File: src/rtl/hebb_stdp_pkg.sv
package hebb_stdp_pkg;

  typedef enum logic [1:0] {
    ST_IDLE  = 2'd0,
    ST_READ  = 2'd1,
    ST_CALC  = 2'd2,
    ST_WRITE = 2'd3
  } scan_state_t;

  // Exponential window entry: amplitude scaled by decay^idx (Q16 decay),
  // computed with a truncating fixed-point recurrence. The last entry is 0.
  function automatic int window_entry(input int amp, input int decay_q16,
                                      input int idx, input int depth);
    longint acc;
    if (idx >= depth - 1) return 0;
    acc = longint'(amp) <<< 16;
    for (int t = 0; t < idx; t++) begin
      acc = (acc * longint'(decay_q16)) >>> 16;
    end
    return int'(acc >>> 16);
  endfunction

endpackage

File: src/rtl/hebb_window_rom.sv
module hebb_window_rom #(
  parameter int DEPTH     = 32,
  parameter int AMP       = 32,
  parameter int DECAY_Q16 = 59963,
  parameter int VAL_W     = 12,
  localparam int IW       = $clog2(DEPTH)
) (
  input  logic [IW-1:0]    idx,
  output logic [VAL_W-1:0] val
);
  import hebb_stdp_pkg::*;

  logic [VAL_W-1:0] tbl [DEPTH];

  for (genvar g = 0; g < DEPTH; g++) begin : g_ent
    localparam int V = window_entry(AMP, DECAY_Q16, g, DEPTH);
    assign tbl[g] = VAL_W'(V);
  end

  assign val = tbl[idx];

endmodule

File: src/rtl/hebb_stamp_table.sv
module hebb_stamp_table #(
  parameter int N_NEURON = 8,
  parameter int TS_W     = 16,
  localparam int IDX_W   = $clog2(N_NEURON)
) (
  input  logic             clk,
  input  logic             rst_n,
  input  logic             wr_en,
  input  logic [IDX_W-1:0] wr_idx,
  input  logic [TS_W-1:0]  wr_time,
  input  logic [IDX_W-1:0] rd_idx,
  output logic [TS_W-1:0]  rd_time,
  output logic             rd_seen
);
  logic [TS_W-1:0] stamp_q [N_NEURON];
  logic [N_NEURON-1:0] seen_q;

  always_ff @(posedge clk or negedge rst_n) begin
    if (!rst_n) begin
      seen_q <= '0;
      for (int i = 0; i < N_NEURON; i++) stamp_q[i] <= '0;
    end else if (wr_en) begin
      stamp_q[wr_idx] <= wr_time;
      seen_q[wr_idx]  <= 1'b1;
    end
  end

  assign rd_time = stamp_q[rd_idx];
  assign rd_seen = seen_q[rd_idx];

endmodule

File: src/rtl/hebb_weight_ram.sv
module hebb_weight_ram #(
  parameter int DEPTH = 64,
  parameter int W_W   = 12,
  localparam int AW   = $clog2(DEPTH)
) (
  input  logic           clk,
  input  logic           rst_n,
  input  logic           rd_en,
  input  logic [AW-1:0]  rd_addr,
  output logic [W_W-1:0] rd_data,
  input  logic           wr_en,
  input  logic [AW-1:0]  wr_addr,
  input  logic [W_W-1:0] wr_data
);
  logic [W_W-1:0] mem_q [DEPTH];

  always_ff @(posedge clk or negedge rst_n) begin
    if (!rst_n) begin
      for (int i = 0; i < DEPTH; i++) mem_q[i] <= '0;
    end else if (wr_en) begin
      mem_q[wr_addr] <= wr_data;
    end
  end

  always_ff @(posedge clk or negedge rst_n) begin
    if (!rst_n) rd_data <= '0;
    else if (rd_en) rd_data <= mem_q[rd_addr];
  end

endmodule

File: src/rtl/hebb_scan_ctrl.sv
module hebb_scan_ctrl #(
  parameter int N_NEURON = 8,
  localparam int IDX_W   = $clog2(N_NEURON),
  localparam int CW      = IDX_W + 1
) (
  input  logic                        clk,
  input  logic                        rst_n,
  input  logic                        spk_valid,
  input  logic                        learn_en,
  input  logic [IDX_W-1:0]            spk_idx,
  input  logic                        spk_post,
  output logic                        evt_accept,
  output hebb_stdp_pkg::scan_state_t  scan_state,
  output logic [IDX_W-1:0]            owner,
  output logic [IDX_W-1:0]            partner,
  output logic                        role_post,
  output logic                        busy
);
  import hebb_stdp_pkg::*;

  scan_state_t     state_q;
  logic [IDX_W-1:0] owner_q;
  logic [CW-1:0]    partner_q;
  logic             role_q;
  logic [CW-1:0]    first_partner;
  logic [CW-1:0]    next_partner;
  logic             last_slot;

  assign evt_accept    = spk_valid && (state_q == ST_IDLE);
  assign first_partner = (spk_idx == '0) ? CW'(1) : CW'(0);

  always_comb begin
    next_partner = partner_q + CW'(1);
    if (next_partner == {1'b0, owner_q}) next_partner = next_partner + CW'(1);
  end
  assign last_slot = (next_partner >= CW'(N_NEURON));

  always_ff @(posedge clk or negedge rst_n) begin
    if (!rst_n) begin
      state_q   <= ST_IDLE;
      owner_q   <= '0;
      partner_q <= '0;
      role_q    <= 1'b0;
    end else begin
      unique case (state_q)
        ST_IDLE: begin
          if (evt_accept) begin
            owner_q   <= spk_idx;
            role_q    <= spk_post;
            partner_q <= first_partner;
            if (learn_en) state_q <= ST_READ;
          end
        end
        ST_READ:  state_q <= ST_CALC;
        ST_CALC:  state_q <= ST_WRITE;
        ST_WRITE: begin
          if (last_slot) begin
            state_q <= ST_IDLE;
          end else begin
            partner_q <= next_partner;
            state_q   <= ST_READ;
          end
        end
        default: state_q <= ST_IDLE;
      endcase
    end
  end

  assign scan_state = state_q;
  assign owner      = owner_q;
  assign partner    = partner_q[IDX_W-1:0];
  assign role_post  = role_q;
  assign busy       = (state_q != ST_IDLE);

endmodule

File: src/rtl/hebb_stdp_updater.sv
module hebb_stdp_updater #(
  parameter int N_NEURON  = 8,
  parameter int TS_W      = 16,
  parameter int LUT_DEPTH = 32,
  parameter int W_W       = 12,
  parameter int A_PLUS    = 32,
  parameter int A_MINUS   = 24,
  parameter int DECAY_P   = 59963,
  parameter int DECAY_M   = 62688,
  localparam int IDX_W    = $clog2(N_NEURON),
  localparam int NCONN    = N_NEURON * N_NEURON,
  localparam int AW       = $clog2(NCONN),
  localparam int LIW      = $clog2(LUT_DEPTH),
  localparam int SW       = W_W + 2
) (
  input  logic             clk,
  input  logic             rst_n,
  input  logic             learn_en,
  input  logic             dep_exp,
  input  logic             spk_valid,
  input  logic [IDX_W-1:0] spk_idx,
  input  logic             spk_post,
  input  logic [TS_W-1:0]  now,
  output logic             busy,
  output logic             wr_valid,
  output logic [IDX_W-1:0] wr_post,
  output logic [IDX_W-1:0] wr_pre,
  output logic [W_W-1:0]   wr_weight
);
  import hebb_stdp_pkg::*;

  localparam logic signed [W_W-1:0] WMAX = {1'b0, {(W_W-1){1'b1}}};
  localparam logic signed [W_W-1:0] WMIN = {1'b1, {(W_W-1){1'b0}}};

  // Guarded sum, then clamp back to the weight range.
  function automatic logic [W_W-1:0] clamp_weight(input logic signed [SW-1:0] s);
    if (s > SW'(WMAX))      return WMAX;
    else if (s < SW'(WMIN)) return WMIN;
    else                    return s[W_W-1:0];
  endfunction

  function automatic logic at_limit(input logic [W_W-1:0] w);
    return (w == WMAX) || (w == WMIN);
  endfunction

  function automatic logic [AW-1:0] conn_addr(input logic [IDX_W-1:0] post,
                                               input logic [IDX_W-1:0] pre);
    return AW'(int'(post) * N_NEURON + int'(pre));
  endfunction

  function automatic logic [LIW-1:0] sat_index(input logic [TS_W-1:0] diff);
    if (diff >= TS_W'(LUT_DEPTH - 1)) return LIW'(LUT_DEPTH - 1);
    else                               return diff[LIW-1:0];
  endfunction

  // Scan control
  logic             evt_accept;
  scan_state_t      scan_state;
  logic [IDX_W-1:0] owner;
  logic [IDX_W-1:0] partner;
  logic             role_post;

  hebb_scan_ctrl #(.N_NEURON(N_NEURON)) u_ctrl (
    .clk        (clk),
    .rst_n      (rst_n),
    .spk_valid  (spk_valid),
    .learn_en   (learn_en),
    .spk_idx    (spk_idx),
    .spk_post   (spk_post),
    .evt_accept (evt_accept),
    .scan_state (scan_state),
    .owner      (owner),
    .partner    (partner),
    .role_post  (role_post),
    .busy       (busy)
  );

  // Latched event context
  logic [TS_W-1:0] now_q;
  logic            dep_exp_q;

  always_ff @(posedge clk or negedge rst_n) begin
    if (!rst_n) begin
      now_q     <= '0;
      dep_exp_q <= 1'b0;
    end else if (evt_accept) begin
      now_q     <= now;
      dep_exp_q <= dep_exp;
    end
  end

  // Spike-time table
  logic [TS_W-1:0] partner_time;
  logic            partner_seen;

  hebb_stamp_table #(.N_NEURON(N_NEURON), .TS_W(TS_W)) u_stamps (
    .clk     (clk),
    .rst_n   (rst_n),
    .wr_en   (evt_accept),
    .wr_idx  (spk_idx),
    .wr_time (now),
    .rd_idx  (partner),
    .rd_time (partner_time),
    .rd_seen (partner_seen)
  );

  // Connection being visited
  logic [IDX_W-1:0] cur_post;
  logic [IDX_W-1:0] cur_pre;
  assign cur_post = role_post ? owner : partner;
  assign cur_pre  = role_post ? partner : owner;

  // Read stage registers
  logic [LIW-1:0]   dt_idx_q;
  logic             pseen_q;
  logic [IDX_W-1:0] post_q;
  logic [IDX_W-1:0] pre_q;
  logic             in_read;
  logic             in_calc;
  logic             in_write;

  assign in_read  = (scan_state == ST_READ);
  assign in_calc  = (scan_state == ST_CALC);
  assign in_write = (scan_state == ST_WRITE);

  always_ff @(posedge clk or negedge rst_n) begin
    if (!rst_n) begin
      dt_idx_q <= '0;
      pseen_q  <= 1'b0;
      post_q   <= '0;
      pre_q    <= '0;
    end else if (in_read) begin
      dt_idx_q <= sat_index(now_q - partner_time);
      pseen_q  <= partner_seen;
      post_q   <= cur_post;
      pre_q    <= cur_pre;
    end
  end

  // Weight storage
  logic [W_W-1:0] rd_data;
  logic [W_W-1:0] new_w_q;
  logic           do_wr_q;
  logic           ram_we;

  assign ram_we = in_write && do_wr_q;

  hebb_weight_ram #(.DEPTH(NCONN), .W_W(W_W)) u_ram (
    .clk     (clk),
    .rst_n   (rst_n),
    .rd_en   (in_read),
    .rd_addr (conn_addr(cur_post, cur_pre)),
    .rd_data (rd_data),
    .wr_en   (ram_we),
    .wr_addr (conn_addr(post_q, pre_q)),
    .wr_data (new_w_q)
  );

  // Learning window tables
  logic [W_W-1:0] pot_val;
  logic [W_W-1:0] dep_exp_val;

  hebb_window_rom #(.DEPTH(LUT_DEPTH), .AMP(A_PLUS), .DECAY_Q16(DECAY_P),
                    .VAL_W(W_W)) u_rom_pot (
    .idx (dt_idx_q),
    .val (pot_val)
  );

  hebb_window_rom #(.DEPTH(LUT_DEPTH), .AMP(A_MINUS), .DECAY_Q16(DECAY_M),
                    .VAL_W(W_W)) u_rom_dep (
    .idx (dt_idx_q),
    .val (dep_exp_val)
  );

  // Calculate stage
  logic [W_W-1:0]        dep_val;
  logic signed [SW-1:0]  sum_g;
  logic [W_W-1:0]        old_w_q;

  assign dep_val = dep_exp_q ? dep_exp_val : W_W'(A_MINUS);
  assign sum_g   = $signed({{2{rd_data[W_W-1]}}, rd_data})
                 + $signed({2'b00, pot_val})
                 - $signed({2'b00, dep_val});

  always_ff @(posedge clk or negedge rst_n) begin
    if (!rst_n) begin
      new_w_q <= '0;
      do_wr_q <= 1'b0;
      old_w_q <= '0;
    end else if (in_calc) begin
      new_w_q <= clamp_weight(sum_g);
      do_wr_q <= pseen_q && !at_limit(rd_data);
      old_w_q <= rd_data;
    end
  end

  // Write-event port
  assign wr_valid  = ram_we;
  assign wr_post   = post_q;
  assign wr_pre    = pre_q;
  assign wr_weight = new_w_q;

endmodule

File: config.mk
export PLATFORM = sky130hd
export DESIGN_NAME = hebb_stdp_updater
export DESIGN_NICKNAME = d
export VERILOG_FILES = /design/src/rtl/hebb_stdp_pkg.sv /design/src/rtl/hebb_window_rom.sv /design/src/rtl/hebb_stamp_table.sv /design/src/rtl/hebb_weight_ram.sv /design/src/rtl/hebb_scan_ctrl.sv /design/src/rtl/hebb_stdp_updater.sv
export SDC_FILE = /design/constraint.sdc
export NUM_CORES = 2
export LEC_CHECK = 0
export BUFFER_PORTS_ARGS = -buffer_cell sky130_fd_sc_hd__buf_2
export CORE_ASPECT_RATIO = 1.5
export CORE_UTILIZATION = 69
export CTS_BUF_LIST = sky130_fd_sc_hd__clkbuf_16
export CTS_CLUSTER_SIZE = 12
export DETAILED_ROUTE_END_ITERATION = 12
export PLACE_DENSITY = 0.89
export REMOVE_ABC_BUFFERS = 1
export SLEW_MARGIN = 20
export SYNTH_ARGS = -nofsm -noshare
export SYNTH_HDL_FRONTEND = slang
export SYNTH_SLANG_ARGS = --single-unit
File: constraint.sdc
create_clock -name clk -period 6.1 [get_ports clk]
set_input_delay 0.305 -clock clk [delete_from_list [all_inputs] [get_ports clk]]
set_output_delay 0.305 -clock clk [all_outputs]
set_load 0.005 [all_outputs]
-- Word-level counts from Yosys, hierarchy flattened
Memory sizes are Yosys's and may differ from the RTL's.
Cells that the tools add are included.
- add/sub/neg operators: 7
- magnitude comparators: 14
- equality and inequality tests: 9
- mux-type cells: 35
- bitwise gates (word level): 6
- reduce and logical (&&, ||, !) cells: 15
- operators by type and width (kind ; count):
    $bwmux 768 ; 1
    $bwmux 128 ; 1
    $mux 12 ; 10
    $bmux 12 s6 ; 1
    $demux 12 s6 ; 1
    $bmux 16 s3 ; 1
    $demux 16 s3 ; 1
    $mux 16 ; 3
    $ge 16x5->1 const B ; 1
    $sub 16x16->16 ; 1
    $add 12x13->14 ; 1
    $ge 7x7->1 const B ; 2
    $gt 14x12->1 const B ; 1
    $lt 14x12->1 const B ; 1
    $not 6->7 ; 2
    $sub 14x13->14 ; 1
    $add 6x3->6 ; 2
    $eq 12x11->1 const B ; 1
    $eq 12x12->1 const B ; 1
    $ge 4x4->1 const B ; 3
    $mux 4 ; 3
    $add 4x1->4 const B ; 2
    $lt 3x4->1 const B ; 2
    $not 3->4 ; 2
    other kinds (26) ; 41
- bits in registers: 968
- ROM bits: 768
- logic and storage cells: 174
- memories kept: 2
- memory list (name ; depth ; width ; rd ports ; clocked after memory_dff ; write ports ; line ; RTL):
    (name not given) ; 32 ; 12 ; 1 ; 0 ; 0 ; hebb_window_rom.sv:20 ; assign val = tbl[idx];
    (name not given) ; 32 ; 12 ; 1 ; 0 ; 0 ; hebb_window_rom.sv:20 ;

-- Depth between registers and ports, before layout
- depth after elaboration: 9
- gate-level depth with buffers: 19
- mapped depth without buffers: 18

-- By module
From an unflattened synthesis, not the netlist that was laid out.
- cell total of the unflattened synthesis: 3235
- area, all modules: 47134.0 µm²
- modules (own cells, without submodules) (module ; instances ; cells each ; area each (µm²) ; sequential area each (µm²)):
    hebb_weight_ram ; 1 ; 2268 ; 35580.4 ; 19518.7
    hebb_stamp_table ; 1 ; 356 ; 6304.8 ; 3403.3
    hebb_stdp_updater ; 1 ; 467 ; 4011.3 ; 1051.0
    hebb_scan_ctrl ; 1 ; 68 ; 701.9 ; 250.2
    hebb_window_rom at u_rom_dep ; 1 ; 40 ; 316.6 ; 0.0
    hebb_window_rom at u_rom_pot ; 1 ; 36 ; 219.0 ; 0.0

-- Least setup slack after synthesis
OpenSTA, ideal clock, no wires.
- kind: reg2reg
- start point: reg u_ctrl.partner_q[0]
- end point: reg dt_idx_q[4]
- library setup time: 133 ps
- data arrival time: 3958 ps
- required time: 5967 ps
- path slack: 2009 ps
- stages on the path, launching flop included: 15
- buffers on the path: 3
- path through: dfrtp_1 -> buf_2 -> buf_2 -> buf_1 -> mux4_2 -> mux2i_1 -> ha_1 -> nor2b_1 -> o31a_1 -> o211ai_1 -> o41ai_1 -> or4_1 -> nor4_1 -> and4b_2 -> a22oi_1
- word-level cells in the longest chain between the ends: 7
- ends and longest elaborated chain (what ; line ; RTL):
    start, declared ; hebb_scan_ctrl.sv:23 ; logic [CW-1:0] partner_q;
    start signal, assigned ; hebb_scan_ctrl.sv:50 ; partner_q <= first_partner;
    start signal, assigned ; hebb_scan_ctrl.sv:60 ; partner_q <= next_partner;
    $not 3->4 (not written as such) (*) ; hebb_stamp_table.sv:28 ; assign rd_time = stamp_q[rd_idx];
    $bmux 16 s3 (*) ; hebb_stamp_table.sv:28 ;
    $mux 16 (not written as such) (*) (2 in series) ; hebb_stamp_table.sv:28 ;
    $sub 16x16->16 (*) ; hebb_stdp_updater.sv:133 ; dt_idx_q <= sat_index(now_q - partner_time);
    $ge 16x5->1 ; hebb_stdp_updater.sv:52 ; if (diff >= TS_W'(LUT_DEPTH - 1)) return LIW'(LUT_DEPTH - 1);
    $mux 5 (*) ; hebb_stdp_updater.sv:52 ;
    end signal, assigned ; hebb_stdp_updater.sv:133 ;
    end, declared ; hebb_stdp_updater.sv:114 ; logic [LIW-1:0] dt_idx_q;
Mark *: on every way between the ends. The rest lies on a longest branch, timed or not. The select of a mux whose other input is x is not followed.
A chain may end at the register's enable or synchronous reset.

-- Worst setup path after layout
Ends and elaborated chain as after synthesis.

==> impl_metrics.ini <==
[timing]
finalCritPeriodShare_pct = 72.55
worstMarginPinSlew_ns = 1.382
clock.fmax_mhz = 226.0
setup_viol = 0
skew_ns = 0.02358
relSlewSlack_pct = 7.006
setup_slack_ns = 1.675
hold_ws_ns = 0.02096
post-route-min-period_ns = 4.425
rsz0062_at_grt = no
slew_violations = 0
hold_violations = 0
finalSetupTns_ns = 0

[power_and_ir_drop]
ir_drop_v = 0.0004919
power.density_nw_per_um2 = 478.0
cellLeakagePower_nw = 23.20
p_clk_share_pct = 21.7
p_sw_share_pct = 40.55
p_seq_share_pct = 38.9
p_int_mw = 14.18
netSwitchingPower_mw = 9.673
comb_power_share_pct = 39.4
p_total_mw = 23.85

[floorplanning]
die_width_um = 213.1
initial_core_util_pct = 69.99
boundaryPins = 45
fp.dieH_um = 318.7
rows = 115
dieArea_um2 = 67910
core_area_um2 = 65900

[logic_synthesis]
synth_flop_cell = dfrtp_1
synth_seq_cells = 968
synth_area_per_cell_um2 = 11.61
synth_enable_flop_cells = 0
syn_area_um2 = 46120
synth-async-reset-ratio_pct = 100.0
seq_area_frac_synth_pct = 52.52
syn_inst = 3974
synth_cell_types = 64
ys_warn_count = 0

[route]
dr.first_iter.drc_count = 3323
dr_total_vias = 32550
drc_errors = 0
viasPerCell = 6.789
wl_per_cell_um = 26.18
firstDrtPassIters = 5
antenna_left = 0
drt_wl_total_um = 125500

[placed_design]
placed_area_um2 = 47070
hpwl_um = 76740
pre_cts_slack_ns = 1.698
dp_cells = 4648
portBuffers = 44
gp_congestion = 0.9781

[cts]
cts_tree = done
cts_made_buffers = 93
cts.sinks = 968
ctsResizeCount = 0
cts-root-buf = clkbuf_16
clk_latency_ns = 0.68
clkTransAtPathRegs_ns = 0.06
cts.path.max_buffers = 3
htree_levels = 3

[worst_setup_path]
cp_max_fo = 24
r2r_setup_slack_ns = 1.67
cp.required_ns = 6.63
arrival_ns = 4.96
cp-start-kind = flip-flop
worstSetupPathType = flip-flop to flip-flop
cp-end-kind = flip-flop

[layout]
fin_cells = 4794
drive_gt1_share_pct = 32.12
finalInstanceArea_um2 = 49900
fin_util_pct = 75.72
nNetsFinal = 3963
area_delta_synth_final_pct = 8.187

[worst_hold_path]
min_path_type = input port to flip-flop

[job]
maxCapViolCount = 0

[grt]
antenna_found_initial = 1
grt_pass1_wl_um = 195600
grt_max_degree = 172
grt_overflow = 0
grt_pass1_vias = 34530
grt.total_usage_pct = 38.16

[outcome]
outcome = finished, final reports clean
## Yosys cell counts, drive strengths merged, types with 4 or more instances
cell type  count  share of area, %
a31oi          7             0.095
inv           49              0.40
buf           66              0.70
mux4          35               1.7
nand3         10              0.11
nor2          89              0.72
nor2b         11              0.15
nand4          6             0.081
o22a          12              0.23
mux2i        118               2.6
nor3          15              0.16
or2           10              0.14
mux2         919                22
nor3b          5             0.092
o21ai         57              0.62
a21o           7              0.11
a211oi        56              0.91
clkbuf       265               2.2
fa             6              0.26
xnor2          6              0.11
a21oi        321               3.5
o21a          10              0.16
o211ai        19              0.31
o22ai         49              0.66
nand2        639               5.2
nor4         101               1.4
a22oi          4             0.065
xor2           9              0.17
dfrtp        968                53
ha            46               1.2
nand2b        15              0.20
## final timing paths
kind,startpoint,end,depth (start not counted)
worst max-delay path,u_ctrl.partner_q[0],dt_idx_q[4],12
worst min-delay path,spk_valid,u_ctrl.owner[2],3
worst max register to register,u_ctrl.partner_q[0],dt_idx_q[4],12
worst min register to register,u_stamps.seen_q[7],u_stamps.seen_q[7],1
max in group asynchronous,rst_n,u_ram.mem_q[35],3
min in group asynchronous,rst_n,u_ram.mem_q[150],2
## layout make-up
type,instances,area [µm²]
Antenna cell,1,2.502
Clock buffer,95,2377
Clock inverter,30,168.9
Fill cell,3927,16000
Inverter,49,183.9
Multi-Input combinational cell,2626,20580
Sequential cell,968,24240
Tap cell,877,1097
Timing Repair Buffer,148,1251
## routing by layer
| metal | global-route usage, % | vias to the layer above | share of wire, % |
|---|---|---|---|
| met1 | 44.61 | 16630 | 35 |
| met5 | 0 | - | 0 |
| met3 | 6.972 | 508 | 7.2 |
| met2 | 61.69 | 1643 | 50 |
| met4 | 30.25 | 0 | 8.4 |
| li1 | - | 13770 | - |
## cell families (layout without fill, tap and decap cells)
logic type                 Yosys count  count (layout)  share of synthesized area (%)
and+or+nand+nor                    923             923                          8.591
other                                0               1                              0
AOI/OAI and AO/OA                  564             564                          7.134
adders and majority gates           52              52                          1.508
muxes                             1072            1072                          26.71
DFF                                968             968                          52.52
buffers and inverters              380             322                          3.258
xor gates and xnor gates            15              15                         0.2848
## cell usage in the layout (no fill, tap or decap), types with 12 or more instances in the layout
cell,count
dfrtp_1,954
mux2_2,919
nand2_1,639
a21oi_1,320
mux2i_1,117
nor4_1,97
clkbuf_16,95
buf_4,70
nor2_1,66
inv_1,63
a211oi_1,56
o21ai_0,51
o22ai_1,49
ha_1,46
buf_2,43
mux4_2,35
nor2_2,23
o211ai_1,19
dlygate4sd3_1,18
nand2b_1,15
buf_12,14
dfrtp_2,14
nor3_1,12
## power by group through the flow
| stage | Combinational (mW) | Sequential, mW | Clock (mW) |
|---|---|---|---|
| floorplan | 5.47 | 8.97 | 0 |
| global placement | 8.82 | 9.15 | 0 |
| detailed placement | 9.03 | 9.28 | 0 |
| CTS | 9.12 | 9.20 | 5.19 |
| global route | 9.91 | 9.40 | 5.46 |
| finish | 9.40 | 9.28 | 5.18 |
## registers in the layout (all words and copies together), names as in the netlist, 2 cells and up
name / count
dt_idx_q: 5
now_q: 16
u_ctrl.owner: 3
u_ctrl.partner_q: 4
u_ctrl.scan_state: 2
u_ram.mem_q: 768
u_ram.rd_data: 12
u_stamps.seen_q: 8
u_stamps.stamp_q: 128
wr_post: 3
wr_pre: 3
wr_weight: 12
## critical path, cell delays in order, from the launching register on
cell and delay, ns:
dfrtp_2 0.84, buf_4 0.37, mux4_2 0.53, mux2i_1 0.21, ha_1 0.37, a21o_1 0.22
a21oi_2 0.17, nor2_1 0.06, o31a_1 0.27, or4_1 0.51, nor4_1 0.28, and4b_2 0.35
a22oi_1 0.09
## what timing repair did
item	4_1_cts	5_1_grt
setup buffers	0	0
hold endpoints to repair	190	0
hold buffers	18	0
No activity file was read; power rests on OpenSTA's default activity.
